File: src/rtl/sat_pkg.sv
package sat_pkg;
  typedef enum logic [1:0] {
    ST_IDLE = 2'd0,
    ST_LO   = 2'd1,
    ST_HI   = 2'd2,
    ST_WAIT = 2'd3
  } sat_state_e;

  localparam logic PART_LO = 1'b0;
  localparam logic PART_HI = 1'b1;
endpackage

File: src/rtl/sat_planner.sv
module sat_planner #(
  parameter int AW = 32,
  parameter int SW = 4
) (
  input  logic [AW-1:0] base_addr,
  input  logic [SW-1:0] total,
  input  logic [SW-1:0] lo_size,
  input  logic          split,
  input  logic          iss_part,
  input  logic          rsp_part,
  output logic [AW-1:0] iss_addr,
  output logic [SW-1:0] iss_size,
  output logic [SW-1:0] rsp_off,
  output logic [SW-1:0] rsp_len
);
  // byte offset of a part inside the whole access
  function automatic logic [SW-1:0] f_off(input logic part, input logic [SW-1:0] lo);
    return part ? lo : '0;
  endfunction

  // byte count of a part
  function automatic logic [SW-1:0] f_len(input logic part, input logic sp,
                                          input logic [SW-1:0] tot, input logic [SW-1:0] lo);
    if (part) return tot - lo;
    return sp ? lo : tot;
  endfunction

  assign iss_addr = base_addr + AW'(f_off(iss_part, lo_size));
  assign iss_size = f_len(iss_part, split, total, lo_size);
  assign rsp_off  = f_off(rsp_part, lo_size);
  assign rsp_len  = f_len(rsp_part, split, total, lo_size);
endmodule

File: src/rtl/sat_count.sv
module sat_count #(
  parameter int CW = 2
) (
  input  logic          clk,
  input  logic          rst_n,
  input  logic          load,
  input  logic [CW-1:0] load_val,
  input  logic          dec_rsp,
  input  logic          dec_refuse,
  output logic [CW-1:0] cnt_q,
  output logic [CW-1:0] cnt_nxt
);
  always_comb begin
    if (load) cnt_nxt = load_val;
    else      cnt_nxt = cnt_q - CW'(dec_rsp) - CW'(dec_refuse);
  end

  always_ff @(posedge clk) begin
    if (!rst_n) cnt_q <= '0;
    else        cnt_q <= cnt_nxt;
  end
endmodule

File: src/rtl/sat_merge.sv
module sat_merge #(
  parameter int DB = 8,
  parameter int SW = 4,
  localparam int DW = DB * 8
) (
  input  logic          clk,
  input  logic          rst_n,
  input  logic          clear,
  input  logic          upd,
  input  logic [SW-1:0] off,
  input  logic [SW-1:0] len,
  input  logic [DW-1:0] rsp_data,
  output logic [DW-1:0] merged
);
  logic [DW-1:0] shifted;

  function automatic logic lane_hit(input int lane, input logic [SW-1:0] o, input logic [SW-1:0] l);
    return (lane >= int'(o)) && (lane < int'(o) + int'(l));
  endfunction

  always_comb shifted = rsp_data << (8 * int'(off));

  for (genvar b = 0; b < DB; b++) begin : g_lane
    logic [7:0] lane_q;
    always_ff @(posedge clk) begin
      if (!rst_n)                          lane_q <= '0;
      else if (clear)                      lane_q <= '0;
      else if (upd && lane_hit(b, off, len)) lane_q <= shifted[b*8 +: 8];
    end
    assign merged[b*8 +: 8] = lane_q;
  end
endmodule

File: src/rtl/sat_tracker.sv
module sat_tracker
  import sat_pkg::*;
#(
  parameter int AW = 32,
  parameter int DB = 8,
  localparam int SW = $clog2(DB + 1),
  localparam int DW = DB * 8
) (
  input  logic          clk,
  input  logic          rst_n,
  input  logic          req_valid,
  output logic          req_ready,
  input  logic [AW-1:0] req_addr,
  input  logic [SW-1:0] req_size,
  input  logic          req_split,
  input  logic [SW-1:0] req_lo_size,
  input  logic          req_linked,
  output logic          pa_valid,
  output logic          pa_part,
  output logic [AW-1:0] pa_addr,
  output logic [SW-1:0] pa_size,
  input  logic          pa_accept,
  input  logic          rsp_valid,
  input  logic          rsp_part,
  input  logic [DW-1:0] rsp_data,
  output logic          retry,
  output logic          done,
  output logic [AW-1:0] done_addr,
  output logic [SW-1:0] done_size,
  output logic [DW-1:0] done_data,
  output logic [1:0]    ports_used
);
  sat_state_e    st_q, st_d;
  logic [AW-1:0] addr_q;
  logic [SW-1:0] size_q, lo_q;
  logic          split_q, linked_q;
  logic [1:0]    used_q;
  logic          retry_q, done_q;

  // named internal events
  logic in_idle, in_lo, in_hi, in_wait, in_flight;
  logic ev_req_fire, ev_lo_ok, ev_lo_nack, ev_hi_nack, ev_rsp, ev_finish;
  logic [1:0] outstanding, cnt_nxt;
  logic [SW-1:0] rsp_off, rsp_len;

  assign in_idle   = (st_q == ST_IDLE);
  assign in_lo     = (st_q == ST_LO);
  assign in_hi     = (st_q == ST_HI);
  assign in_wait   = (st_q == ST_WAIT);
  assign in_flight = in_hi || in_wait;

  assign ev_req_fire = req_valid && in_idle;
  assign ev_lo_ok    = in_lo && pa_accept;
  assign ev_lo_nack  = in_lo && !pa_accept;
  assign ev_hi_nack  = in_hi && !pa_accept;
  assign ev_rsp      = rsp_valid && in_flight;
  assign ev_finish   = in_flight && (cnt_nxt == 2'd0);

  sat_planner #(.AW(AW), .SW(SW)) u_plan (
    .base_addr (addr_q),
    .total     (size_q),
    .lo_size   (lo_q),
    .split     (split_q),
    .iss_part  (in_hi),
    .rsp_part  (rsp_part),
    .iss_addr  (pa_addr),
    .iss_size  (pa_size),
    .rsp_off   (rsp_off),
    .rsp_len   (rsp_len)
  );

  sat_count #(.CW(2)) u_cnt (
    .clk        (clk),
    .rst_n      (rst_n),
    .load       (ev_lo_ok),
    .load_val   (split_q ? 2'd2 : 2'd1),
    .dec_rsp    (ev_rsp),
    .dec_refuse (ev_hi_nack),
    .cnt_q      (outstanding),
    .cnt_nxt    (cnt_nxt)
  );

  sat_merge #(.DB(DB), .SW(SW)) u_merge (
    .clk      (clk),
    .rst_n    (rst_n),
    .clear    (ev_req_fire),
    .upd      (ev_rsp),
    .off      (rsp_off),
    .len      (rsp_len),
    .rsp_data (rsp_data),
    .merged   (done_data)
  );

  always_comb begin
    st_d = st_q;
    unique case (st_q)
      ST_IDLE: if (ev_req_fire) st_d = ST_LO;
      ST_LO:   st_d = pa_accept ? (split_q ? ST_HI : ST_WAIT) : ST_IDLE;
      ST_HI:   st_d = ev_finish ? ST_IDLE : ST_WAIT;
      ST_WAIT: if (ev_finish) st_d = ST_IDLE;
      default: st_d = ST_IDLE;
    endcase
  end

  always_ff @(posedge clk) begin
    if (!rst_n) begin
      st_q     <= ST_IDLE;
      addr_q   <= '0;
      size_q   <= '0;
      lo_q     <= '0;
      split_q  <= 1'b0;
      linked_q <= 1'b0;
      used_q   <= '0;
      retry_q  <= 1'b0;
      done_q   <= 1'b0;
    end else begin
      st_q    <= st_d;
      retry_q <= ev_lo_nack || ev_hi_nack;
      done_q  <= ev_finish;
      if (ev_req_fire) begin
        addr_q   <= req_addr;
        size_q   <= req_size;
        lo_q     <= req_lo_size;
        split_q  <= req_split && !req_linked;
        linked_q <= req_linked;
        used_q   <= '0;
      end else if (in_lo || in_hi) begin
        used_q <= used_q + 2'd1;
      end
    end
  end

  assign req_ready  = in_idle;
  assign pa_valid   = in_lo || in_hi;
  assign pa_part    = in_hi ? PART_HI : PART_LO;
  assign retry      = retry_q;
  assign done       = done_q;
  assign done_addr  = addr_q;
  assign done_size  = size_q;
  assign ports_used = used_q;
endmodule

File: config.mk
export PLATFORM = sky130hd
export DESIGN_NAME = sat_tracker
export DESIGN_NICKNAME = d
export VERILOG_FILES = /design/src/rtl/sat_pkg.sv /design/src/rtl/sat_planner.sv /design/src/rtl/sat_count.sv /design/src/rtl/sat_merge.sv /design/src/rtl/sat_tracker.sv
export SDC_FILE = /design/constraint.sdc
export NUM_CORES = 1
export LEC_CHECK = 0
export BUFFER_PORTS_ARGS = -buffer_cell sky130_fd_sc_hd__buf_2
export CORE_MARGIN = 1.5
export CORE_UTILIZATION = 30
export DETAILED_ROUTE_END_ITERATION = 6
export PLACE_DENSITY = 0.55
export REMOVE_ABC_BUFFERS = 1
export SYNTH_ARGS = -nofsm -noshare
export SYNTH_HDL_FRONTEND = slang
export SYNTH_SLANG_ARGS = --single-unit
File: constraint.sdc
create_clock -name clk -period 4.2 [get_ports clk]
set_clock_uncertainty 0.2 [all_clocks]
set_input_delay 0.63 -clock clk [delete_from_list [all_inputs] [get_ports clk]]
set_output_delay 0.63 -clock clk [all_outputs]
set_load 0.03 [all_outputs]
* Word-level counts from Yosys, hierarchy flattened *
Index checks and enable logic that the tools add are counted.

storage, ports and cells
  register bits after elaboration = 113
  input bits = 112
  output and inout bits = 143
  word-level logic and storage cells = 95

cells by class
  $add $sub $neg = 6
  magnitude comparators = 16
  equal/unequal tests = 5
  shifts and indexed selects = 1
  multiplexer cells = 17
  bitwise logic cells = 1
  reductions and logical operators = 32

operator list
  operator             count
  $lt 4x32->1 const A  4
  $lt 3x32->1 const A  2
  $shl 64x7->64        1
  $add 32x4->32        1
  $lt 1x32->1 const A  1
  $lt 2x32->1 const A  1
  $mux 4               7
  $logic_and 1x1->1    23
  $ge 3x4->1 const A   4
  $mux 2               6
  $ge 1x4->1 const A   2
  $ge 2x4->1 const A   2
  $pmux 2 s4           1
  $add 4x4->5          1
  $eq 2x2->1 const B   2
  $logic_not 2->1      2
  $ne 2x1->1 const B   2
  $sub 2x1->2          2
  $sub 4x4->4          1
  $logic_or 1x1->1     3
  $mux 1               3
  $add 2x1->2 const B  1
  $eq 2x1->1 const B   1
  $logic_not 1->1      2
  3 further kinds      3

* Depth between registers and ports, before layout *
  depth after elaboration = 10
  gate-level depth with buffers = 15
  depth with buffers taken out = 13

* By module *
From an unflattened synthesis, not the netlist that was laid out.

unflattened totals
  cells, all modules = 832
  area, all modules = 7035.5 µm²

by module, submodules not included
  module       instances  cells an instance  area an instance (µm²)  sequential area each (µm²)
  sat_merge    1          445                4041.4                  1281.2
  sat_tracker  1          219                1770.4                  940.9
  sat_planner  1          149                1048.5                  0.0
  sat_count    1          19                 175.2                   40.0

* Least setup slack after synthesis *
OpenSTA, ideal clock, no wires.

  path kind = flip-flop to output port
  start point = reg st_q[0]
  end point = out pa_addr[16]
  arrival = 3275 ps
  required time = 3370 ps
  path slack = 95 ps
  stages on the path, launching flop included = 13
  path buffers = 1
  cell sequence = dfxtp_1 inv_1 ha_1 clkbuf_1 and2_1 ha_1 inv_1 fa_1 nor2b_1 o31ai_1 nor3_1 and4_1 xor2_1

on the way
  cells in the longest elaborated chain, start to end = 3

ends and longest elaborated chain
  what                    line                text
  from (decl)             sat_tracker.sv:33   sat_state_e st_q, st_d;
  from (signal assigned)  sat_tracker.sv:117  st_q <= st_d;
  $eq 2x2->1              sat_tracker.sv:48   assign in_hi = (st_q == ST_HI);
  $mux 4                  sat_planner.sv:18   return part ? lo : '0;
  $add 32x4->32           sat_planner.sv:28   assign iss_addr = base_addr + AW'(f_off(iss_part, lo_size));
  to (decl)               sat_tracker.sv:20   output logic [AW-1:0] pa_addr,

Every way passes these cells.

* Worst setup path after layout *
Ends and elaborated chain as after synthesis.

==> qor.yml <==
status:
  status: "finished clean"
drt:
  viasPerCell: 5.062
  drt_wl_total_um: 26160
  ant_nets: 0
  dr.pass1.iters: 5
  vias: 7274
  drt_iter0_markers: 419
  routedWlPerCell_um: 18.20
  drc_errors: 0
die:
  die_w_um: 158.4
  dieHeight_um: 158.4
  rows: 56
  start_util_pct: 30.68
  ioPinCount: 255
  core_mm2: 0.02361
  die_area_mm2: 0.02509
logic_synthesis:
  yosys_warnings: 0
  synth-async-reset-ratio_pct: 0
  synth-seq-cells: 113
  syn_inst: 872
  synth_top_flop_cell: "dfxtp_1"
  syn_area_per_cell_um2: 8.306
  synth-edff-count: 0
  ys_seq_area_share_pct: 31.23
  syn_area_mm2: 0.007243
  synth.distinct_cells: 75
clock_tree:
  cts_tree: "yes"
  cts_root_buf: "clkbuf_16"
  cts_resized: 0
  max-clock-path-buffers: 2
  hold_buffers: 0
  h-tree-depth: 4
  clock_latency_ns: 0.42
  clkTransAtPathRegs_ns: 0.06
  cts_sinks: 113
  postCtsSetupBuffers: 0
  cts_buffers: 17
timing:
  slew_viol_final: 0
  max_freq_ghz: 0.2563
  fin_crit_ns: 3.901
  holdWs_ns: 0.2126
  hold_viol_final: 0
  final-setup-viol-count: 0
  fin_crit_sh_pct: 92.89
  grt_setup_unrepaired: "false"
  finalSetupTns_ns: 0
  maxSlewHeadroom_pct: 25.90
  worst_pin_slew_ns: 1.109
global_routing:
  antenna_found_initial: 4
  grt.total_usage_pct: 20.93
  grt_pass1_wl_um: 40020
  grt.overflow.total: 0
  grt_max_degree: 44
  first_global_vias: 7055
placed_design:
  io_buffers: 254
  gp_congestion: 0.9249
  dp_cells: 1404
  detailed_place_hpwl_um: 19790
power_and_ir_drop:
  irDropWorstVdd_v: 0.0002190
  p_leak_nw: 4.379
  finalPower_mw: 3.509
  cellPowerDensity_mw_per_mm2: 376.3
critical_path:
  worstPathRequired_ns: 3.37
  cp-end-kind: "primary output"
  crit_path_start_kind: "register"
  worst-path-max-fanout: 5
  crit_type: "register to primary output"
  cp.arrival_ns: 3.07
flow_run:
  cap_violations: 0
layout:
  synthToLayoutAreaGrowth_pct: 28.74
  stdcell_count: 1437
  drive_gt1_share_pct: 31.42
  fin_nets: 1237
hold_path:
  hp-class: "input port to register"
[layout make-up]
class | count | area, um2
Fill cell | 2547 | 14290
Sequential cell | 113 | 2262
Clock buffer | 18 | 439.2
Timing Repair Buffer | 268 | 1376
Antenna cell | 1 | 2.502
Clock inverter | 14 | 153.9
Tap cell | 319 | 399.1
Inverter | 24 | 91.34
Multi-Input combinational cell | 680 | 4601
[per-stage QoR]
stage	util [%]	setup slack, ns	instance area, um2
CTS	39.43	0.05448	9311
finish	39.49	0.2986	9325
floorplan	-	0.2068	6943
global placement	36.92	0.5716	8718
global route	39.48	0.06356	9323
detailed placement	36.92	0.5071	8718
[cell families after synthesis]
| logic type | count (synthesis) | synth area share (%) |
|---|---|---|
| compound gates | 217 | 23.65 |
| xor+xnor | 34 | 4.111 |
| fa+ha+maj | 21 | 4.042 |
| buf+inv | 79 | 5.407 |
| flops | 113 | 31.23 |
| mux | 77 | 11.23 |
| simple gates | 331 | 20.33 |
[flip-flops by register name (all words and copies together), names as in the netlist]
name                   cells
u_merge.g_lane.lane_q     64
done_addr                 32
done_size                  4
lo_q                       4
ports_used                 2
st_q                       2
u_cnt.cnt_q                2
done                       1
retry                      1
split_q                    1
[synthesized netlist by cell type, drive strengths merged, types with 12 or more instances]
| cell type | count | share of area [%] |
|---|---|---|
| o21ai | 35 | 2.8 |
| nor2 | 91 | 4.8 |
| o31ai | 13 | 1.5 |
| nand2 | 148 | 7.9 |
| xor2 | 12 | 1.5 |
| a21oi | 19 | 1.5 |
| xnor2 | 22 | 2.7 |
| buf | 30 | 2.9 |
| a211oi | 20 | 2.8 |
| nand3 | 36 | 2.6 |
| a21boi | 41 | 4.2 |
| mux2i | 70 | 9.7 |
| dfxtp | 113 | 31 |
| inv | 23 | 1.2 |
| ha | 17 | 2.9 |
| o22ai | 27 | 2.3 |
| clkbuf | 25 | 1.3 |
[worst max-delay path, cell delays in order, from the launching register on]
cell     delay (ns)
dfxtp_1        0.34
inv_1          0.09
ha_1           0.21
and2_1         0.15
ha_1           0.16
inv_1          0.06
fa_1           0.39
nor2b_1        0.21
o31ai_1        0.15
nor3_2         0.30
and4_1         0.25
xor2_1         0.14
buf_2          0.21
[metal layers]
layer / GRT usage, % / vias up / share of wire [%]
li1: - / 3582 / -
met1: 26.05 / 3377 / 43
met2: 33.73 / 267 / 45
met3: 6.587 / 42 / 8.6
met4: 7.877 / 6 / 2.6
met5: 0 / - / 0.16
[cell usage in the layout, fill, tap and decap left out, types with 12 or more instances in the layout]
| master | synthesis | final |
|---|---|---|
| buf_2 | 15 | 254 |
| nand2_1 | 144 | 144 |
| dfxtp_1 | 113 | 113 |
| nor2_1 | 88 | 88 |
| mux2i_1 | 70 | 70 |
| a21boi_0 | 41 | 41 |
| nand3_1 | 35 | 35 |
| o21ai_0 | 29 | 29 |
| o22ai_1 | 27 | 27 |
| xnor2_1 | 22 | 22 |
| inv_1 | 22 | 22 |
| a21oi_1 | 18 | 18 |
| ha_1 | 17 | 17 |
| clkbuf_16 | 0 | 17 |
| buf_4 | 4 | 14 |
| xor2_1 | 12 | 12 |
[where the power goes]
group          internal [mW]  leakage, nW  switching [mW]
clock network          0.894        0.272           0.586
logic                  0.293         3.19           0.568
registers               1.12        0.917          0.0518
total                   2.30         4.38            1.21
[worst paths after layout]
kind,end,slack (ns),cells after the start,start
setup / recovery,pa_addr[16],0.30,12,st_q[0]
setup reg to reg,u_merge.g_lane[2].lane_q[2],0.60,12,lo_q[1]
hold / removal,retry,0.21,2,pa_accept
hold reg to reg,u_merge.g_lane[0].lane_q[5],0.25,2,u_merge.g_lane[0].lane_q[5]
Power figures use the tool's default switching activity.
